## config.mk

```make
export PLATFORM = sky130hd
export DESIGN_NAME = slew_cal_seq
export DESIGN_NICKNAME = d
export VERILOG_FILES = /design/src/rtl/slew_cal_seq.sv
export SDC_FILE = /design/constraint.sdc
export NUM_CORES = 1
export LEC_CHECK = 0
export BUFFER_PORTS_ARGS = -buffer_cell sky130_fd_sc_hd__clkbuf_2
export CAP_MARGIN = 10
export CORE_UTILIZATION = 46
export CTS_CLUSTER_DIAMETER = 80
export CTS_CLUSTER_SIZE = 25
export DETAILED_ROUTE_END_ITERATION = 12
export HOLD_SLACK_MARGIN = 0.12
export PLACE_DENSITY = 0.67
export SETUP_SLACK_MARGIN = 0.5
export SKIP_LAST_GASP = 1
export SLEW_MARGIN = 20
export SYNTH_ARGS = -nofsm -noshare
export SYNTH_HDL_FRONTEND = slang
export SYNTH_SLANG_ARGS = --single-unit
```

## constraint.sdc

```tcl
create_clock -name clk -period 6.1 [get_ports clk]
set_input_delay 0.915 -clock clk [delete_from_list [all_inputs] [get_ports clk]]
set_output_delay 0.915 -clock clk [all_outputs]
set_load 0.01 [all_outputs]
```

## src/rtl/slew_cal_seq.sv

```systemverilog
module slew_cal_seq #(
  parameter int ADDR_W       = 8,
  parameter int SETTLE_CYC   = 200,
  parameter int POLL_GAP     = 2000,
  parameter int MAX_POLLS    = 20,
  parameter int WIN_CYC      = 1024,
  parameter int REF_MHZ      = 26,
  parameter int COEF         = 28,
  parameter int SCALE        = 1000,
  parameter int DEFAULT_CODE = 4,
  parameter logic [ADDR_W-1:0] CTRL_ADDR = 'h00,
  parameter logic [ADDR_W-1:0] VAL_ADDR  = 'h0C,
  parameter logic [ADDR_W-1:0] MON_ADDR  = 'h10
) (
  input  logic              clk,
  input  logic              rst_n,
  input  logic              start,
  input  logic [1:0]        port_idx,
  output logic              bus_req,
  output logic              bus_we,
  output logic [ADDR_W-1:0] bus_addr,
  output logic [31:0]       bus_wdata,
  input  logic              bus_ack,
  input  logic [31:0]       bus_rdata,
  output logic              osc_en,
  output logic [2:0]        slew_code,
  output logic              slew_wr,
  output logic              done
);
  localparam int TMAX = (SETTLE_CYC > POLL_GAP) ? SETTLE_CYC : POLL_GAP;
  localparam int TW = $clog2(TMAX + 1);
  localparam int PW = $clog2(MAX_POLLS + 1);
  localparam logic [31:0] NUMER = 32'(WIN_CYC * REF_MHZ * COEF);

  typedef enum logic [3:0] {
    S_IDLE, S_SETTLE, S_FRCK_ON, S_PROG, S_MEN, S_POLL, S_GAP, S_RDVAL,
    S_MOFF, S_FRCK_OFF, S_DIV1, S_DIV2, S_WRCODE, S_DONE
  } st_t;

  st_t st;
  logic [TW-1:0] timer;
  logic [PW-1:0] polls;
  logic [1:0]    chan;
  logic [31:0]   cnt, rem, quo, dsr;
  logic [4:0]    step;
  logic [2:0]    code;

  logic [32:0] r_sh, diff;
  logic        fits;
  logic [31:0] rem_n, quo_n;
  logic [31:0] ctrl_base;

  assign r_sh  = {rem, quo[31]};
  assign diff  = r_sh - {1'b0, dsr};
  assign fits  = r_sh >= {1'b0, dsr};
  assign rem_n = fits ? diff[31:0] : r_sh[31:0];
  assign quo_n = {quo[30:0], fits};

  assign ctrl_base = {4'b0, chan, 2'b0, 24'(WIN_CYC)};

  assign osc_en    = (st != S_IDLE) && (st != S_DONE);
  assign done      = (st == S_DONE);
  assign slew_wr   = (st == S_WRCODE);
  assign slew_code = code;

  always_comb begin
    bus_req = 1'b0; bus_we = 1'b0; bus_addr = '0; bus_wdata = '0;
    case (st)
      S_FRCK_ON:  begin bus_req = 1'b1; bus_we = 1'b1; bus_addr = MON_ADDR;  bus_wdata = 32'h100; end
      S_PROG:     begin bus_req = 1'b1; bus_we = 1'b1; bus_addr = CTRL_ADDR; bus_wdata = ctrl_base; end
      S_MEN:      begin bus_req = 1'b1; bus_we = 1'b1; bus_addr = CTRL_ADDR; bus_wdata = ctrl_base | 32'h0100_0000; end
      S_POLL:     begin bus_req = 1'b1; bus_addr = MON_ADDR; end
      S_RDVAL:    begin bus_req = 1'b1; bus_addr = VAL_ADDR; end
      S_MOFF:     begin bus_req = 1'b1; bus_we = 1'b1; bus_addr = CTRL_ADDR; bus_wdata = ctrl_base; end
      S_FRCK_OFF: begin bus_req = 1'b1; bus_we = 1'b1; bus_addr = MON_ADDR;  bus_wdata = 32'h0; end
      default: ;
    endcase
  end

  always_ff @(posedge clk) begin
    if (!rst_n) begin
      st <= S_IDLE; timer <= '0; polls <= '0; chan <= '0; cnt <= '0;
      rem <= '0; quo <= '0; dsr <= '0; step <= '0; code <= '0;
    end else begin
      case (st)
        S_IDLE: if (start) begin
          chan <= port_idx; timer <= '0; polls <= '0; st <= S_SETTLE;
        end
        S_SETTLE: if (timer == TW'(SETTLE_CYC - 1)) st <= S_FRCK_ON;
                  else timer <= timer + 1'b1;
        S_FRCK_ON: if (bus_ack) st <= S_PROG;
        S_PROG:    if (bus_ack) st <= S_MEN;
        S_MEN:     if (bus_ack) st <= S_POLL;
        S_POLL: if (bus_ack) begin
          if (bus_rdata[0] || polls == PW'(MAX_POLLS - 1)) st <= S_RDVAL;
          else begin
            polls <= polls + 1'b1; timer <= '0; st <= S_GAP;
          end
        end
        S_GAP: if (timer == TW'(POLL_GAP - 1)) st <= S_POLL;
               else timer <= timer + 1'b1;
        S_RDVAL: if (bus_ack) begin cnt <= bus_rdata; st <= S_MOFF; end
        S_MOFF:  if (bus_ack) st <= S_FRCK_OFF;
        S_FRCK_OFF: if (bus_ack) begin
          if (cnt == '0) begin
            code <= 3'(DEFAULT_CODE); st <= S_WRCODE;
          end else begin
            rem <= '0; quo <= NUMER; dsr <= cnt; step <= '0; st <= S_DIV1;
          end
        end
        S_DIV1: begin
          rem <= rem_n; quo <= quo_n; step <= step + 1'b1;
          if (step == 5'd31) begin
            rem <= '0; quo <= quo_n + 32'(SCALE / 2); dsr <= 32'(SCALE);
            st <= S_DIV2;
          end
        end
        S_DIV2: begin
          rem <= rem_n; quo <= quo_n; step <= step + 1'b1;
          if (step == 5'd31) begin code <= quo_n[2:0]; st <= S_WRCODE; end
        end
        S_WRCODE: st <= S_DONE;
        S_DONE:   st <= S_IDLE;
        default:  st <= S_IDLE;
      endcase
    end
  end

  assert_done_pulse_R8: assert property (@(posedge clk) disable iff (!rst_n)
    done |=> !done);
  assert_done_osc_off_R8: assert property (@(posedge clk) disable iff (!rst_n)
    done |-> !osc_en);
  assert_bus_with_osc_R1: assert property (@(posedge clk) disable iff (!rst_n)
    bus_req |-> osc_en);
  assert_req_hold_R4: assert property (@(posedge clk) disable iff (!rst_n)
    bus_req && !bus_ack |=> bus_req && $stable(bus_addr) && $stable(bus_we));
  assert_strobe_before_off_R5: assert property (@(posedge clk) disable iff (!rst_n)
    slew_wr |-> osc_en && !bus_req);
  assert_strobe_then_off_R5: assert property (@(posedge clk) disable iff (!rst_n)
    slew_wr |=> !osc_en && done);
endmodule

```

-- Yosys cells after proc, flatten, opt, wreduce, memory -nomap -nowiden
Index checks and enable logic that the tools add are counted.
- mux-type cells: 49
- $add $sub $neg: 5
- reduce and logical (&&, ||, !) cells: 25
- $lt $le $gt $ge: 1
- equality and inequality tests: 35
- operators by type and width (operator ; count):
    2-to-1 mux 32 bit ; 10
    one-hot mux 32 bit (3 select lines) ; 2
    one-hot mux 28 bit (3 select lines) ; 1
    one-hot mux 32 bit (2 select lines) ; 1
    2-to-1 mux 11 bit ; 5
    one-hot mux 4 bit (13 select lines) ; 1
    2-to-1 mux 4 bit ; 12
    one-hot mux 11 bit (4 select lines) ; 1
    != test 2 bit (second input constant) ; 17
    greater-or-equal comparator 33 x 32 -> 1 bit ; 1
    adder 32 x 9 -> 32 bit (second input constant) ; 1
    logical NOT 32 bit ; 1
    subtractor 32 bit ; 1
    one-hot mux 5 bit (2 select lines) ; 3
    2-to-1 mux 5 bit ; 5
    == test 4 bit (second input constant) ; 6
    == test 4 x 3 -> 1 bit (second input constant) ; 4
    2-to-1 mux 3 bit ; 4
    AND reduction 12 bit ; 1
    AND reduction 4 bit ; 3
    adder 11 x 1 -> 11 bit (second input constant) ; 1
    == test 11 bit (second input constant) ; 1
    == test 11 x 8 -> 1 bit (second input constant) ; 1
    adder 5 x 1 -> 5 bit (second input constant) ; 2
    19 further kinds ; 30
- flip-flop bits (word level): 158
- logic and storage cells: 125
- output and inout port bits: 48
- input bits: 38

-- Logic depth before layout (Yosys ltp)
- depth after elaboration: 5
- depth in mapped cells: 12
- depth with buffers taken out: 12

-- Worst setup path after synthesis
No wires, ideal clock.
- path type: flip-flop to flip-flop
- start point: register step[0]
- end point: register quo[31]
- path slack: 3.355 ns
- period minus slack after synthesis: 2.745 ns
- data required time: 5.972 ns
- cell stages (with the launch flop): 12
- data arrival time: 2.618 ns
- setup time: 0.128 ns
- path buffers: 0
- cell sequence: dfxtp_1 ha_1 and3_1 ha_1 and2_1 o311ai_2 or2_2 or4_1 or2_2 xnor2_1 a222oi_1 nor2_1
- cells in the longest elaborated chain, start to end: 3
- RTL lines (item ; line ; RTL):
    start, declared ; 45 ; logic [4:0] step;
    start signal, assigned ; 112 ; rem <= rem_n; quo <= quo_n; step <= step + 1'b1;
    start signal, assigned ; 119 ; rem <= rem_n; quo <= quo_n; step <= step + 1'b1;
    == test 5 bit ; 113 ; if (step == 5'd31) begin
    2-to-1 mux 32 bit ; 113 ;
    one-hot mux 32 bit (3 select lines) ; 85 ; case (st)
    end signal, assigned ; 112 ;
    end signal, assigned ; 119 ;
    end, declared ; 44 ; logic [31:0] cnt, rem, quo, dsr;
Every way passes these cells.
A chain may end at the register's enable or synchronous reset.

-- Worst setup path in the final report
- start point: register dsr[1]
- end point: register rem[26]
- cells in the longest elaborated chain, start to end: 4
- elaborated cells between the ends (all ways): 5
- those cells by class: add/sub (1); order compare (1); mux (3)
- RTL lines (item ; line ; RTL):
    start, declared ; 44 ;
    start signal, assigned ; 83 ; rem <= '0; quo <= '0; dsr <= '0; step <= '0; code <= '0;
    start signal, assigned ; 108 ; rem <= '0; quo <= NUMER; dsr <= cnt; step <= '0; st <= S_DIV1;
    start signal, assigned ; 114 ; rem <= '0; quo <= quo_n + 32'(SCALE / 2); dsr <= 32'(SCALE);
    subtractor 32 bit / greater-or-equal comparator 33 x 32 -> 1 bit (equally long branches) ; 54, 55 ;
    2-to-1 mux 32 bit (*) ; 56 ; assign rem_n = fits ? diff[31:0] : r_sh[31:0];
    2-to-1 mux 32 bit ; 113 ;
    one-hot mux 32 bit (3 select lines) (*) ; 85 ;
    end signal, assigned ; 112 ;
    end signal, assigned ; 119 ;
    end, declared ; 44 ;
Mark *: on every way between the ends. The rest lies on a longest branch, timed or not.

==> results.cfg <==
[clock_tree]
htreeDepth = 4
cts.sinks = 158
clkLatencyLatePin_ps = 430
cts_buffer_depth = 2
clkTransAtPathRegs_ps = 60
cts_hold_buf = 0
cts_buffers = 17
postCtsSetupRepairBufs = 0
cts_root_buf = clkbuf_16
cts.repair.resized = 0
cts_tree = yes

[floorplan]
dieArea_um2 = 20100
initial_core_util_pct = 47.5
dieHeight_um = 142
core.rowCount = 50
coreArea_um2 = 18900
die_w_um = 142
io-pin-count = 86

[sta]
finClkSkew_ps = 11.7
rsz0062_at_grt = no
drv_slew = 0
slew_headroom_pct = 41.8
fin_crit_sh_pct = 62.3
fmax_mhz = 263
finalHoldViolCount = 0
fin_crit_ps = 3800
fin_tns_setup_ps = 0
whs_ps = 472
tightestPinTransition_ps = 870
setup_violations = 0

[logic_synthesis]
syn_area_um2 = 8970
avgSynthCellArea_um2 = 7.84
synth_cell_types = 67
yosys-top-cells-area = dfxtp_1 (35%), nand2_1 (6.0%), nor2_1 (5.3%)
yosysTopAreaCell = dfxtp_1
yosysWarnings = 0
yosys_most_used_dff = dfxtp_1
syn_inst = 1144
synth-edff-count = 0
ys_ff_latch = 158
ys_seq_area_share_pct = 35.3
async_flop_share_pct = 0
synth_top_cell_area_share_pct = 35.3

[power]
power_density_nw_per_um2 = 245
p_leak_nw = 3.78
vdd_ir_drop_max_mv = 0.188

[global_routing]
grt_max_degree = 104
gr-usage-all-layers_pct = 22.6
grt_pass1_vias = 7630
grt_pass1_wl_um = 36700
overflow = 0
grt_antenna_before_repair = 0

[finish]
register_area_um2 = 3160
diodes = 0
fillers = 1904
final_common_cell = dfxtp_1
drive_gt1_share_pct = 9.61
mostFrequentLayoutCells = dfxtp_1 (158), nand2_1 (143), nor2_1 (124)
multi_input_area_um2 = 5240
area_growth_pct = 9.89
nets = 1239

[critical_path]
cp_data_arrival_time_ps = 4080
crit_path_end_kind = flip-flop
startpoint = dsr[1]$_SDFFE_PN0P_
r2r-start = dsr[1]$_SDFFE_PN0P_
critPathRequiredTime_ps = 6380
critPathMostFrequentCell = o31a_1
reg2reg_slack_ps = 2300
path_depth = 11
path_max_fanout = 24
endpoint = rem[26]$_SDFFE_PN0P_
path_cells = inv_1, ha_1, nor2b_1, o31a_1, o31a_1, o21ai_4, o41ai_4, a211oi_4, buf_4, nand2b_1, o21ai_0
reg2reg_depth = 11
crit_family = compound AO/OA/AOI/OAI gates
path_class = flip-flop to flip-flop
path_buf_inv = 2
worst_r2r_endpoint = rem[26]$_SDFFE_PN0P_
cpPeakStageDelay_ps = 770
cpMaxStageDelayCell = a211oi_4
start_kind = flip-flop

[run_status]
outcome = finished clean

[place]
portBuffers = 53
place_congestion = 0.941
place_hpwl_um = 15100

[route]
postRouteAntennaNets = 0
drtPass1Iterations = 5
viasPerCell = 5.61
wl_per_cell_um = 15.3
drc = 0
wl_um = 22000
via_count = 8063
drt_iter0_markers = 486

[min_path]
min_path_cells = 2
hold_class = flip-flop to flip-flop
worstHoldStart = rem[7]$_SDFFE_PN0P_

[flow_run]
drv_cap = 0
[state kept, by name, summed over array words and instances (netlist names), 4 cells and up]
name	flops
polls	5
st	4
quo	32
timer	11
dsr	32
cnt	32
step	5
rem	32
[synthesized netlist by cell type (all sizes together) (14+ instances only)]
cell      n
clkbuf   54
xor2     27
a32oi    15
dfxtp   158
nand3    26
mux2i    22
ha       37
nand4    14
a22oi    42
nor2    126
o21ai    82
xnor2    28
buf      41
a21oi    86
nor4     18
nand2   144
inv      50
nor3     21
[metrics by stage]
step | util, % | area, um^2 | setup WS (ps) | std cells | power, mW
after detailed placement | 49.0 | 9260 | 2360 | 1403 | 1.40
after floorplan | - | 9080 | 3350 | 1175 | 1.33
final | 52.2 | 9850 | 2300 | 1436 | 2.41
after global placement | 49.0 | 9260 | 2490 | 1403 | 1.39
after global routing | 52.2 | 9850 | 2050 | 1436 | 2.52
after CTS | 52.0 | 9830 | 2320 | 1435 | 2.43
[worst min path at each step]
| stage | endpoint |
|---|---|
| after floorplan | rem[10]$_SDFFE_PN0P_ |
| after global placement | rem[13]$_SDFFE_PN0P_ |
| after detailed placement | polls[1]$_SDFFE_PN0P_ |
| after CTS | polls[1]$_SDFFE_PN0P_ |
| after global routing | step[3]$_SDFFE_PN0P_ |
| final | rem[7]$_SDFFE_PN0P_ |
[power breakdown]
part | total [mW] | switching [mW] | leakage [nW] | internal (mW)
Combinational | 0.298 | 0.194 | 2.23 | 0.104
Sequential | 1.08 | 0.0305 | 1.27 | 1.05
Clock | 1.04 | 0.458 | 0.279 | 0.580
[final cells by class]
| cell class | count | share of cell area, % |
|---|---|---|
| clock buffers | 18 | 4.46 |
| clock inverters | 14 | 1.38 |
| inverters | 50 | 1.92 |
| multi-input cells | 872 | 53.2 |
| flip-flops and latches | 158 | 32.1 |
| well taps | 260 | 3.30 |
| repair buffers | 64 | 3.66 |
[worst register-to-register path, stage by stage (launching register included)]
cell	delay, ps
dfxtp_1	340
inv_1	80
ha_1	290
nor2b_1	150
o31a_1	270
o31a_1	310
o21ai_4	250
o41ai_4	140
a211oi_4	770
buf_4	440
nand2b_1	440
o21ai_0	180
[metal layers]
layer,vias to the layer above,share of wire (%),wire length (um),GRT usage (%)
met1,3809,46,10200,28.8
met2,187,48,10500,38.6
li1,4038,-,-,-
met4,0,1.8,403,7.70
met3,29,4.1,901,3.64
met5,-,0,0,0
[kinds of logic after synthesis]
group | after synthesis | share of synthesized area, %
AO/OA/AOI/OAI | 316 | 23.2
multiplexers | 22 | 2.46
AND/OR/NAND/NOR | 409 | 20.6
XOR/XNOR | 55 | 5.37
buffers and inverters | 145 | 7.70
adder cells (fa/ha/maj) | 38 | 5.39
other | 1 | 0.0418
flip-flops | 158 | 35.3
No activity file was read; power rests on OpenSTA's default activity.
